**src/rtl/dma_chain_loader.sv**
```systemverilog
module dma_chain_loader #(
  parameter int AW         = 32,
  parameter int LW         = 16,
  parameter int DESC_WORDS = 16
) (
  input  logic          clk,
  input  logic          rst_n,
  input  logic          cfg_we,
  input  logic [5:0]    cfg_addr,
  input  logic [31:0]   cfg_wdata,
  output logic [31:0]   cfg_rdata,
  output logic          mem_req,
  output logic [AW-1:0] mem_addr,
  input  logic          mem_rvalid,
  input  logic [31:0]   mem_rdata,
  output logic          mov_start,
  output logic [AW-1:0] mov_src,
  output logic [AW-1:0] mov_dst,
  output logic [LW-1:0] mov_len,
  input  logic          mov_done,
  output logic          busy,
  output logic          tc_pulse
);
  localparam int IW = $clog2(DESC_WORDS);
  localparam logic [IW-1:0] LAST_W = IW'(DESC_WORDS - 1);

  localparam logic [5:0] A_SRC  = 6'h00;
  localparam logic [5:0] A_DST  = 6'h04;
  localparam logic [5:0] A_CNT  = 6'h08;
  localparam logic [5:0] A_PLN  = 6'h0C;
  localparam logic [5:0] A_SSTR = 6'h10;
  localparam logic [5:0] A_DSTR = 6'h14;
  localparam logic [5:0] A_LINK = 6'h1C;
  localparam logic [5:0] A_CTRL = 6'h20;

  localparam logic [IW-1:0] D_SRC  = IW'(0);
  localparam logic [IW-1:0] D_DST  = IW'(1);
  localparam logic [IW-1:0] D_CNT  = IW'(2);
  localparam logic [IW-1:0] D_PLN  = IW'(3);
  localparam logic [IW-1:0] D_SSTR = IW'(4);
  localparam logic [IW-1:0] D_DSTR = IW'(5);
  localparam logic [IW-1:0] D_LINK = IW'(7);
  localparam logic [IW-1:0] D_CTRL = IW'(8);

  typedef enum logic [1:0] {S_IDLE, S_KICK, S_RUN, S_FETCH} state_t;
  state_t state;

  logic [AW-1:0] src_q, dst_q, link_q;
  logic [LW-1:0] cnt_q;
  logic [31:0]   pln_q, sstr_q, dstr_q, ctrl_q;

  logic [AW-1:0] f_src, f_dst, f_link;
  logic [LW-1:0] f_cnt;
  logic [31:0]   f_pln, f_sstr, f_dstr, f_ctrl;
  logic [IW-1:0] widx;
  logic          tc_q;

  logic wr_ok, fin, beat;

  assign busy      = (state != S_IDLE);
  assign wr_ok     = cfg_we && (state == S_IDLE);
  assign fin       = ((state == S_KICK) && (cnt_q == '0)) || ((state == S_RUN) && mov_done);
  assign mem_req   = (state == S_FETCH);
  assign beat      = mem_req && mem_rvalid;
  assign mem_addr  = link_q + (AW'(widx) << 2);
  assign mov_start = (state == S_KICK) && (cnt_q != '0);
  assign mov_src   = src_q;
  assign mov_dst   = dst_q;
  assign mov_len   = cnt_q;
  assign tc_pulse  = tc_q;

  always_comb begin
    case (cfg_addr)
      A_SRC:   cfg_rdata = 32'(src_q);
      A_DST:   cfg_rdata = 32'(dst_q);
      A_CNT:   cfg_rdata = 32'(cnt_q);
      A_PLN:   cfg_rdata = pln_q;
      A_SSTR:  cfg_rdata = sstr_q;
      A_DSTR:  cfg_rdata = dstr_q;
      A_LINK:  cfg_rdata = 32'(link_q);
      A_CTRL:  cfg_rdata = {ctrl_q[31:1], busy};
      default: cfg_rdata = '0;
    endcase
  end

  always_ff @(posedge clk) begin
    if (!rst_n) begin
      state  <= S_IDLE;
      src_q  <= '0;
      dst_q  <= '0;
      cnt_q  <= '0;
      pln_q  <= '0;
      sstr_q <= '0;
      dstr_q <= '0;
      link_q <= '0;
      ctrl_q <= '0;
      f_src  <= '0;
      f_dst  <= '0;
      f_cnt  <= '0;
      f_pln  <= '0;
      f_sstr <= '0;
      f_dstr <= '0;
      f_link <= '0;
      f_ctrl <= '0;
      widx   <= '0;
      tc_q   <= 1'b0;
    end else begin
      tc_q <= fin && (ctrl_q[5:4] != 2'b00);
      case (state)
        S_IDLE: if (wr_ok) begin
          case (cfg_addr)
            A_SRC:  src_q  <= cfg_wdata[AW-1:0];
            A_DST:  dst_q  <= cfg_wdata[AW-1:0];
            A_CNT:  cnt_q  <= cfg_wdata[LW-1:0];
            A_PLN:  pln_q  <= cfg_wdata;
            A_SSTR: sstr_q <= cfg_wdata;
            A_DSTR: dstr_q <= cfg_wdata;
            A_LINK: link_q <= cfg_wdata[AW-1:0];
            A_CTRL: begin
              ctrl_q <= cfg_wdata;
              if (cfg_wdata[0]) state <= S_KICK;
            end
            default: ;
          endcase
        end
        S_KICK, S_RUN: begin
          if (fin) begin
            widx  <= '0;
            state <= (link_q == '0) ? S_IDLE : S_FETCH;
          end else begin
            state <= S_RUN;
          end
        end
        S_FETCH: if (beat) begin
          case (widx)
            D_SRC:  f_src  <= mem_rdata[AW-1:0];
            D_DST:  f_dst  <= mem_rdata[AW-1:0];
            D_CNT:  f_cnt  <= mem_rdata[LW-1:0];
            D_PLN:  f_pln  <= mem_rdata;
            D_SSTR: f_sstr <= mem_rdata;
            D_DSTR: f_dstr <= mem_rdata;
            D_LINK: f_link <= mem_rdata[AW-1:0];
            D_CTRL: f_ctrl <= mem_rdata;
            default: ;
          endcase
          if (widx == LAST_W) begin
            src_q  <= f_src;
            dst_q  <= f_dst;
            cnt_q  <= f_cnt;
            pln_q  <= f_pln;
            sstr_q <= f_sstr;
            dstr_q <= f_dstr;
            link_q <= f_link;
            ctrl_q <= f_ctrl;
            widx   <= '0;
            state  <= S_KICK;
          end else begin
            widx <= widx + 1'b1;
          end
        end
        default: state <= S_IDLE;
      endcase
    end
  end
endmodule

```
**config.mk**
```make
export PLATFORM = sky130hd
export DESIGN_NAME = dma_chain_loader
export DESIGN_NICKNAME = d
export VERILOG_FILES = /design/src/rtl/dma_chain_loader.sv
export SDC_FILE = /design/constraint.sdc
export NUM_CORES = 1
export LEC_CHECK = 0
export ABC_AREA = 0
export BUFFER_PORTS_ARGS = -buffer_cell sky130_fd_sc_hd__buf_2
export CORE_MARGIN = 2
export CORE_UTILIZATION = 30
export DETAILED_ROUTE_END_ITERATION = 6
export GPL_ROUTABILITY_DRIVEN = 0
export SLEW_MARGIN = 10
export SYNTH_ARGS = -nofsm -noshare
export SYNTH_HDL_FRONTEND = slang
export SYNTH_SLANG_ARGS = --single-unit
export TNS_END_PERCENT = 100
```
**constraint.sdc**
```tcl
create_clock -name clk -period 2.8 [get_ports clk]
set_clock_uncertainty 0.2 [all_clocks]
set_input_delay 0.56 -clock clk [delete_from_list [all_inputs] [get_ports clk]]
set_output_delay 0.56 -clock clk [all_outputs]
set_load 0.05 [all_outputs]
```
---- Yosys cells after proc, flatten, opt, wreduce, memory -nomap -nowiden ----
Cells that the tools add are included.
storage, ports and cells
  register bits ........................... 487
  latch bits .............................. 0
  bits in writable memories ............... 0
  memory bits (read-only) ................. 0
  input port bits ......................... 75
  output and inout bits ................... 148
  word-level logic and storage cells ...... 141
  memories kept ........................... 0
operators by class
  $add $sub $neg .......................... 2
  multiply operators ...................... 0
  divide/modulo/power cells ............... 0
  $lt $le $gt $ge ......................... 0
  equality and inequality tests ........... 31
  shift operators ......................... 0
  muxes and demuxes ....................... 53
  bitwise operators ....................... 0
  reductions and logical operators ........ 36
operators by type and width
  cell                  count
  $mux W32              28
  $pmux W32 S2          7
  $pmux W32 S8          1
  $mux W16              4
  $reduce_and A5 Y1     9
  $add A32 B6 Y32       1
  $logic_not A32 Y1     1
  $pmux W16 S2          1
  $reduce_and A3 Y1     9
  $ne A2 B1 Y1 const B  10
  $eq A6 B5 Y1 const B  3
  $logic_not A16 Y1     1
  $reduce_bool A16 Y1   1
  $mux W2               7
  $eq A4 B3 Y1 const B  3
  $eq A6 B4 Y1 const B  2
  $mux W4               3
  $eq A4 B2 Y1 const B  2
  $eq A4 B4 Y1 const B  2
  $pmux W4 S2           1
  $reduce_bool A2 Y1    4
  $eq A6 B3 Y1 const B  1
  $eq A6 B6 Y1 const B  1
  $logic_and A1 B1 Y1   6
  11 further kinds      14

---- Longest topological paths before layout ----
Gate-level depths: netlist (run 1).
  word-level depth ........................ 5
  mapped depth ............................ 9
  mapped depth without buffers ............ 7

---- Least setup slack after synthesis (run 1) ----
No wires, ideal clock.
  kind .................................... register -> output
  start point ............................. reg widx[0]
  end point ............................... out mem_addr[10]
  data arrival time ....................... 2546 ps
  data required time ...................... 2040 ps
  setup slack ............................. -506 ps
  stages on the path, launching flop included .. 8
  path buffers ............................ 0
  cell sequence ........................... dfxtp_1 ha_1 fa_1 a21o_1 a21oi_1 nor2_1 and3_1 xor2_1
between the ends
  word-level cells in the longest chain between the ends .. 1
RTL lines
  what                      RTL line  text
  start: declaration        55        logic [IW-1:0] widx;
  start signal: assignment  158       widx <= widx + 1'b1;
  $add A32 B6 Y32           65        assign mem_addr = link_q + (AW'(widx) << 2);
  end: declaration          13        output logic [AW-1:0] mem_addr,
No other way between the ends.

---- Worst setup path after layout (run 1) ----
  start point ............................. reg widx[0]
  end point ............................... out mem_addr[22]
Same word-level chain as after synthesis.

==> reports/results.tsv, run 1 <==
stage	metric	value	unit
status	outcome	finished, violations left	
status	violated checks	setup timing	
timing	Tcrit/Tclk final	120.0	%
yosys	post-synthesis cell type count	52	
global_route	GR peak layer	met2	
global_route	first-pass GRT wire length	123300	µm
yosys	EDFF count, synth	0	
layout	# nets final	2926	
yosys	mux cell area share after synthesis	1.697	%
cts	Worst-path clk slew	0.06	ns
floorplanning	Die Y	266.3	µm
yosys	Post-Synth XOR/XNOR Area	1.146	%
layout	most frequent cells in the layout	495 x nand2_1, 483 x a21oi_1, 472 x dfxtp_1	
place	Port Buffers	222	
timing	Slew HR	34.00	%
global_route	vias in the first global route	18740	
pwr	Peak VDD IR	314.8	µV
floorplanning	Rows	96	
global_route	met3 usage in global routing	5.055	%
timing	RSZ-0062 raised after global routing	yes	
critical_path	CP Max Fanout	5	
floorplanning	core region area	0.06835	mm²
job	max-cap violation count	0	
detailed_routing	first-iteration detailed-routing DRC count	2160	
detailed_routing	DR WL/cell	22.19	µm
critical_path	Worst Path Class, Setup	reg -> out	
global_route	largest net degree at the start of global routing	136	
critical_path	WP data required	2.04	ns
global_route	global-route usage over all layers	22.85	%
yosys	Compound-Gate Fraction of Synth Area	24.45	%
yosys	simple-gate area share of the yosys netlist	19.68	%
yosys	Synth area leader	dfxtp_1	
layout	commonest non-fill, non-tap cell in the layout	nand2_1	
hold_path	HP Class	in -> reg	
cts	TritonCTS buffer count	48	
yosys	share of the synthesized area in the top cell type	47.04	%
detailed_routing	drt via density	5.386	
yosys	share of synthesized registers carrying an async set or reset	0	%
yosys	ys flop type	dfxtp_1	
yosys	post-synthesis adder-cell area fraction	0.8243	%
yosys	Post-Syn Instances	2602	
cts	CTS tree	yes	
global_route	initial antenna violation count	6	
yosys	Seq/Total Area, Yosys	47.04	%
yosys	Synth Register Bits	485	
yosys	Syn Nets	2690	
pwr	LEAKAGE	10.38	nW
layout	fin area	0.02807	mm²
detailed_routing	routed vias	20240	
detailed_routing	final wirelength	83380	µm
layout	area grow syn2layout	35.96	%
floorplanning	Die X	266.3	µm
place	Post-Place Cell Area	0.02435	mm²
yosys	Area contributors post-synth	dfxtp_1 47%, a21oi_1 12%, nand2_1 9.6%	
critical_path	Worst EP arrival	2.60	ns
global_route	GR Layer Usage met1	32.52	%
timing	endpoints failing hold	0	
detailed_routing	ANT nets after route	0	
pwr	PwrDens	534.6	mW/mm²
timing	Setup WS post-layout	-0.5607	ns
cts	Longest Clk Path Bufs	3	
timing	Slew Viols, Final	0	
floorplanning	Initial Utilization	30.20	%
timing	Achievable Freq	297.6	MHz
timing	Finish-stage setup viols	59	
cts	CTS root buffer	clkbuf_16	
critical_path	CP Capture Type	output port	
floorplanning	io pins	223	
floorplanning	area of the die	0.07092	mm²
global_route	grt met2 use	33.59	%
critical_path	element type at the critical path start	register	
yosys	yosys warns	0	
layout	fraction of layout cells with a size suffix above 1	25.12	%
detailed_routing	TritonRoute pass-1 iters	6	
detailed_routing	# DRC	0	
timing	min cycle time layout	3.361	ns
timing	setup TNS	-14.68	ns
yosys	Syn Std Cell Area	0.02064	mm²
place	dpl cells	3650	
cts	CTS sink cnt	485	
yosys	largest family of logic cells by synthesized area	compound AO/OA/AOI/OAI gates	
yosys	Avg Synthesized Cell Area	7.933	µm²
timing	worst-margin pin slew	0.9880	ns
cts	CTS Hold Buffers Added	0	
cts	worst skew pair latency	0.60	ns
place	DP Wirelength	54840	µm
global_route	global route overflow	0	
layout	Final Non-Filler Cells	3758	
cts	H-tree Lvls	2	
==> synthesized netlist by cell type (all sizes together), types with 2 or more instances <==
cell and count:
nand3 53, inv 7, nand4 14, nand2 530
nor4 15, a222oi 15, a21o 4, nor2b 34
xnor2 17, a22oi 17, mux2i 35, xor2 10
buf 92, clkbuf 156, nand4b 3, and2 5
nor4b 2, and3 13, and3b 2, and4b 2
o21ai 4, a31oi 2, and4 4, nand2b 2
ha 12, a211oi 240, a221oi 32, nor3 7
nor2 279, a21oi 494, o21a 2, nor3b 3
dfxtp 485
==> metal layers <==
layer  wire length (µm)  up-vias
li1                   -     9562
met1              37370     9683
met2              35700      844
met3               7179      149
met4               3110        4
met5                 23        -
==> power breakdown <==
group,switching [mW],internal (mW),total [mW]
combinational,0.671,0.318,0.988
sequential,0.0385,6.93,6.97
clock,2.88,4.17,7.05
total,3.59,11.4,15.0
==> path summary, 6_finish.rpt <==
check	start	endpoint	slack, ns	depth (start not counted)
worst max-delay path	widx[0]	mem_addr[22]	-0.56	8
worst min-delay path	mem_rdata[4]	f_dst[4]	0.10	3
worst max register to register	state[0]	sstr_q[23]	0.18	6
worst min register to register	f_pln[10]	f_pln[10]	0.25	2
==> through the flow <==
| step | hold slack (ns) | power, mW | worst slack, ns | utilization, % |
|---|---|---|---|---|
| after floorplan | 0.2367 | 7.604 | -0.07664 | - |
| after global placement | 0.2412 | 8.023 | -0.2227 | 35.63 |
| after detailed placement | 0.2467 | 8.019 | -0.2357 | 35.63 |
| after CTS | 0.07822 | 15.04 | -0.5719 | 40.55 |
| after global routing | 0.09536 | 15.40 | -0.6352 | 41.06 |
| final | 0.1024 | 15.00 | -0.5607 | 41.06 |
==> cell families after synthesis <==
group,Yosys count
buffers and inverters,255
adder cells (fa/ha/maj),13
XOR/XNOR,27
multiplexers,35
AND/OR/NAND/NOR,970
flip-flops,485
AO/OA/AOI/OAI,817
==> layout make-up <==
cell class / count / area [µm²]
inverters: 7 / 33.78
clock inverters: 19 / 285.3
clock buffers: 67 / 1414
fillers: 6668 / 40280
repair buffers: 434 / 4153
well taps: 882 / 1104
diodes: 2 / 5.005
multi-input cells: 1862 / 11340
flip-flops and latches: 485 / 9731
==> sequential cells by signal, indices dropped and copies added (netlist names) <==
| signal | cells |
|---|---|
| state | 2 |
| mov_dst | 32 |
| mov_len | 16 |
| f_ctrl | 31 |
| f_dstr | 32 |
| sstr_q | 32 |
| tc_pulse | 1 |
| link_q | 32 |
| f_dst | 32 |
| pln_q | 32 |
| f_src | 32 |
| f_sstr | 32 |
| widx | 4 |
| f_link | 32 |
| f_pln | 32 |
| mov_src | 32 |
| ctrl_q | 31 |
| dstr_q | 32 |
| f_cnt | 16 |
==> timing repair <==
| action | CTS | global route |
|---|---|---|
| pin swaps | 79 | 49 |
| gates resized for setup | 313 | 55 |
| cloned | 11 | 1 |
| buffers inserted | 21 | 13 |
| setup endpoints to repair | 60 | 154 |
==> worst max-delay path, stage by stage, from the launching register on <==
cell,delay (ns)
dfxtp_2,0.34
ha_4,0.16
fa_2,0.36
a21o_1,0.20
a21oi_4,0.30
nor3_4,0.10
nand4_1,0.22
xnor2_4,0.15
buf_6,0.18
No activity file was read; power rests on OpenSTA's default activity.
==> inputs of run 2 (changes only) <==
- CORE_ASPECT_RATIO: not set -> 0.6
- clock period: 2.8 -> 3.7 ns (I/O delays scaled with it)
==> reports/results.tsv, run 2 (synthesis results as in run 1) <==
stage	metric	value	unit	change
place	Setup WS pre-CTS	0.08680	ns	+0.3225 ns
layout	most frequent cells in the layout	530 x nand2_1, 485 x a21oi_1, 480 x dfxtp_1		
place	DP Wirelength	57190	µm	+4.3%
cts	TritonCTS buffer count	50		+4.2%
cts	CTS sink cnt	485		unchanged
global_route	vias in the first global route	18170		-3.0%
job	max-cap violation count	0		unchanged
hold_path	HP Class	in -> reg		
timing	Finish-stage setup viols	0		-100%
timing	Hold WS	0.2508	ns	+0.1484 ns
layout	# nets final	2826		-3.4%
timing	endpoints failing hold	0		unchanged
critical_path	CP startpoint	cfg_addr[1]		
critical_path	cell mode on critical path	buf_2		
floorplanning	io pins	223		unchanged
global_route	first-pass GRT wire length	126000	µm	+2.2%
layout	Final Non-Filler Cells	3695		-1.7%
cts	CTS tree	yes		
critical_path	CP Cell Sequence	buf_2 > or4_1 > nor3_4 > buf_12 > a222oi_1 > nand3_1 > buf_2		
layout	fin area	0.02484	mm²	-12%
global_route	largest net degree at the start of global routing	168		+24%
critical_path	element type at the critical path start	primary input		
status	outcome	finished, final reports clean		
layout	# fillers	7061		+5.9%
place	Port Buffers	222		unchanged
layout	fraction of layout cells with a size suffix above 1	15.94	%	-9.2 points
detailed_routing	TritonRoute pass-1 iters	7		+1
pwr	LEAKAGE	8.765	nW	-16%
timing	RSZ-0062 raised after global routing	no		
timing	Slew HR	23.35	%	-11 points
floorplanning	Die X	342.6	µm	+29%
timing	worst-margin pin slew	1.147	ns	+0.1594 ns
critical_path	launch point of the worst reg-to-reg path	state[0]		
detailed_routing	routed vias	20140		-0.49%
critical_path	CP max stage delay	0.70	ns	+0.34 ns
layout	commonest non-fill, non-tap cell in the layout	nand2_1		
timing	setup TNS	0	ns	+14.68 ns
critical_path	crit-path leading delay family	simple AND/OR/NAND/NOR gates		
cts	Longest Clk Path Bufs	3		unchanged
cts	worst skew pair latency	0.61	ns	about the same
timing	Achievable Freq	274.8	MHz	
global_route	initial antenna violation count	12		+6
critical_path	Worst EP arrival	2.70	ns	+0.10 ns
pwr	Peak VDD IR	330.0	µV	+4.8%
detailed_routing	ANT nets after route	0		unchanged
timing	Setup WS post-layout	0.06122	ns	+0.6219 ns
timing	Tcrit/Tclk final	98.35	%	
place	dpl cells	3594		-1.5%
timing	Slew Viols, Final	0		unchanged
floorplanning	area of the die	0.07099	mm²	about the same
detailed_routing	final wirelength	86540	µm	+3.8%
critical_path	Worst Path Buf+Inv	3		+2
floorplanning	Die Y	207.2	µm	-22%
detailed_routing	# DRC	0		unchanged
critical_path	WP data required	2.76	ns	+0.72 ns
layout	area grow syn2layout	20.32	%	
global_route	global route overflow	0		unchanged
critical_path	Worst Path Class, Setup	in -> out		
critical_path	CP Capture Type	output port		
cts	Worst-path clk slew	0.06	ns	about the same
floorplanning	Rows	74		-23%
cts	H-tree Lvls	2		unchanged
global_route	global-route usage over all layers	23.64	%	+0.80 points
detailed_routing	first-iteration detailed-routing DRC count	2687		+24%
detailed_routing	drt via density	5.451		+1.2%
hold_path	Hold Startpoint	mem_rdata[0]		
detailed_routing	DR WL/cell	23.42	µm	+5.6%
floorplanning	Initial Utilization	30.33	%	+0.13 points
timing	min cycle time layout	3.639	ns	
place	Post-Place Cell Area	0.02305	mm²	-5.3%
pwr	PwrDens	448.5	mW/mm²	-16%
cts	CTS Hold Buffers Added	0		unchanged
critical_path	CP Max Fanout	32		+27
floorplanning	core region area	0.06805	mm²	-0.43%
cts	CTS root buffer	clkbuf_16		
critical_path	Crit-path slowest cell	or4_1		
[run 2: changes by cell type in the layout (fill, tap and decap cells not counted), moves of 15 or more]
cell | before | now
a22oi_2 | 16 | 0
buf_12 | 54 | 27
a221oi_1 | 9 | 32
buf_4 | 141 | 96
nand2_1 | 495 | 530
xnor2_1 | 1 | 17
nand2_4 | 21 | 0
a22oi_1 | 1 | 17
buf_6 | 45 | 0
nand3_4 | 15 | 0
buf_8 | 27 | 0
nand3_2 | 23 | 0
nand3_1 | 15 | 53
buf_2 | 155 | 206
[run 2: routing by layer]
layer	part of all wire (%)	wire, µm	global-route usage [%]
met3	13	11080	8.232
met1	47	40860	36.47
met5	0.069	60	0
met4	2.2	1877	6.034
met2	38	32660	30.26
[run 2: where the power goes]
group	switching [mW]	total (mW)	internal, mW	leakage (nW)
combinational	0.501	0.684	0.183	4.03
sequential	0.0276	5.27	5.24	3.91
clock	2.22	5.19	2.96	0.828
total	2.75	11.1	8.39	8.77
[run 2: what timing repair did]
item / CTS / global route
gates resized for setup: 10 / 15
hold endpoints to repair: 0 / 0
endpoints found under the setup margin: 21 / 18
pin swaps: 0 / 5
setup buffers: 0 / 4
[run 2: cell type report]
class	count	area, µm²	area share, %
Multi-Input combinational cell	1862	9951	40.06
Sequential cell	485	9718	39.13
Timing Repair Buffer	332	2315	9.319
Clock buffer	76	1510	6.080
Tap cell	912	1141	4.594
Clock inverter	17	158.9	0.6398
Inverter	7	33.78	0.1360
Antenna cell	4	10.01	0.04030
[run 2: metrics by stage]
step | utilization, % | power, mW
after floorplan | - | 5.752
after global placement | 33.87 | 6.048
after detailed placement | 33.87 | 6.048
after CTS | 36.39 | 11.16
after global routing | 36.48 | 11.43
final | 36.50 | 11.14
[run 2: path summary, 6_finish.rpt]
path | slack (ns) | to | cells past startpoint
setup / recovery | 0.06 | cfg_rdata[11] | 7
hold / removal | 0.25 | f_pln[0] | 3
setup reg to reg | 0.61 | mov_dst[23] | 8
hold reg to reg | 0.25 | f_src[30] | 2
[run 2: worst reg2reg max path: cells and delay by family, from the launching register on]
kind | cells | cell delay, ns
fa+ha+maj | 1 | 0.25
compound gates | 2 | 0.52
buf+inv | 3 | 0.86
flops | 1 | 0.46
simple gates | 2 | 0.69
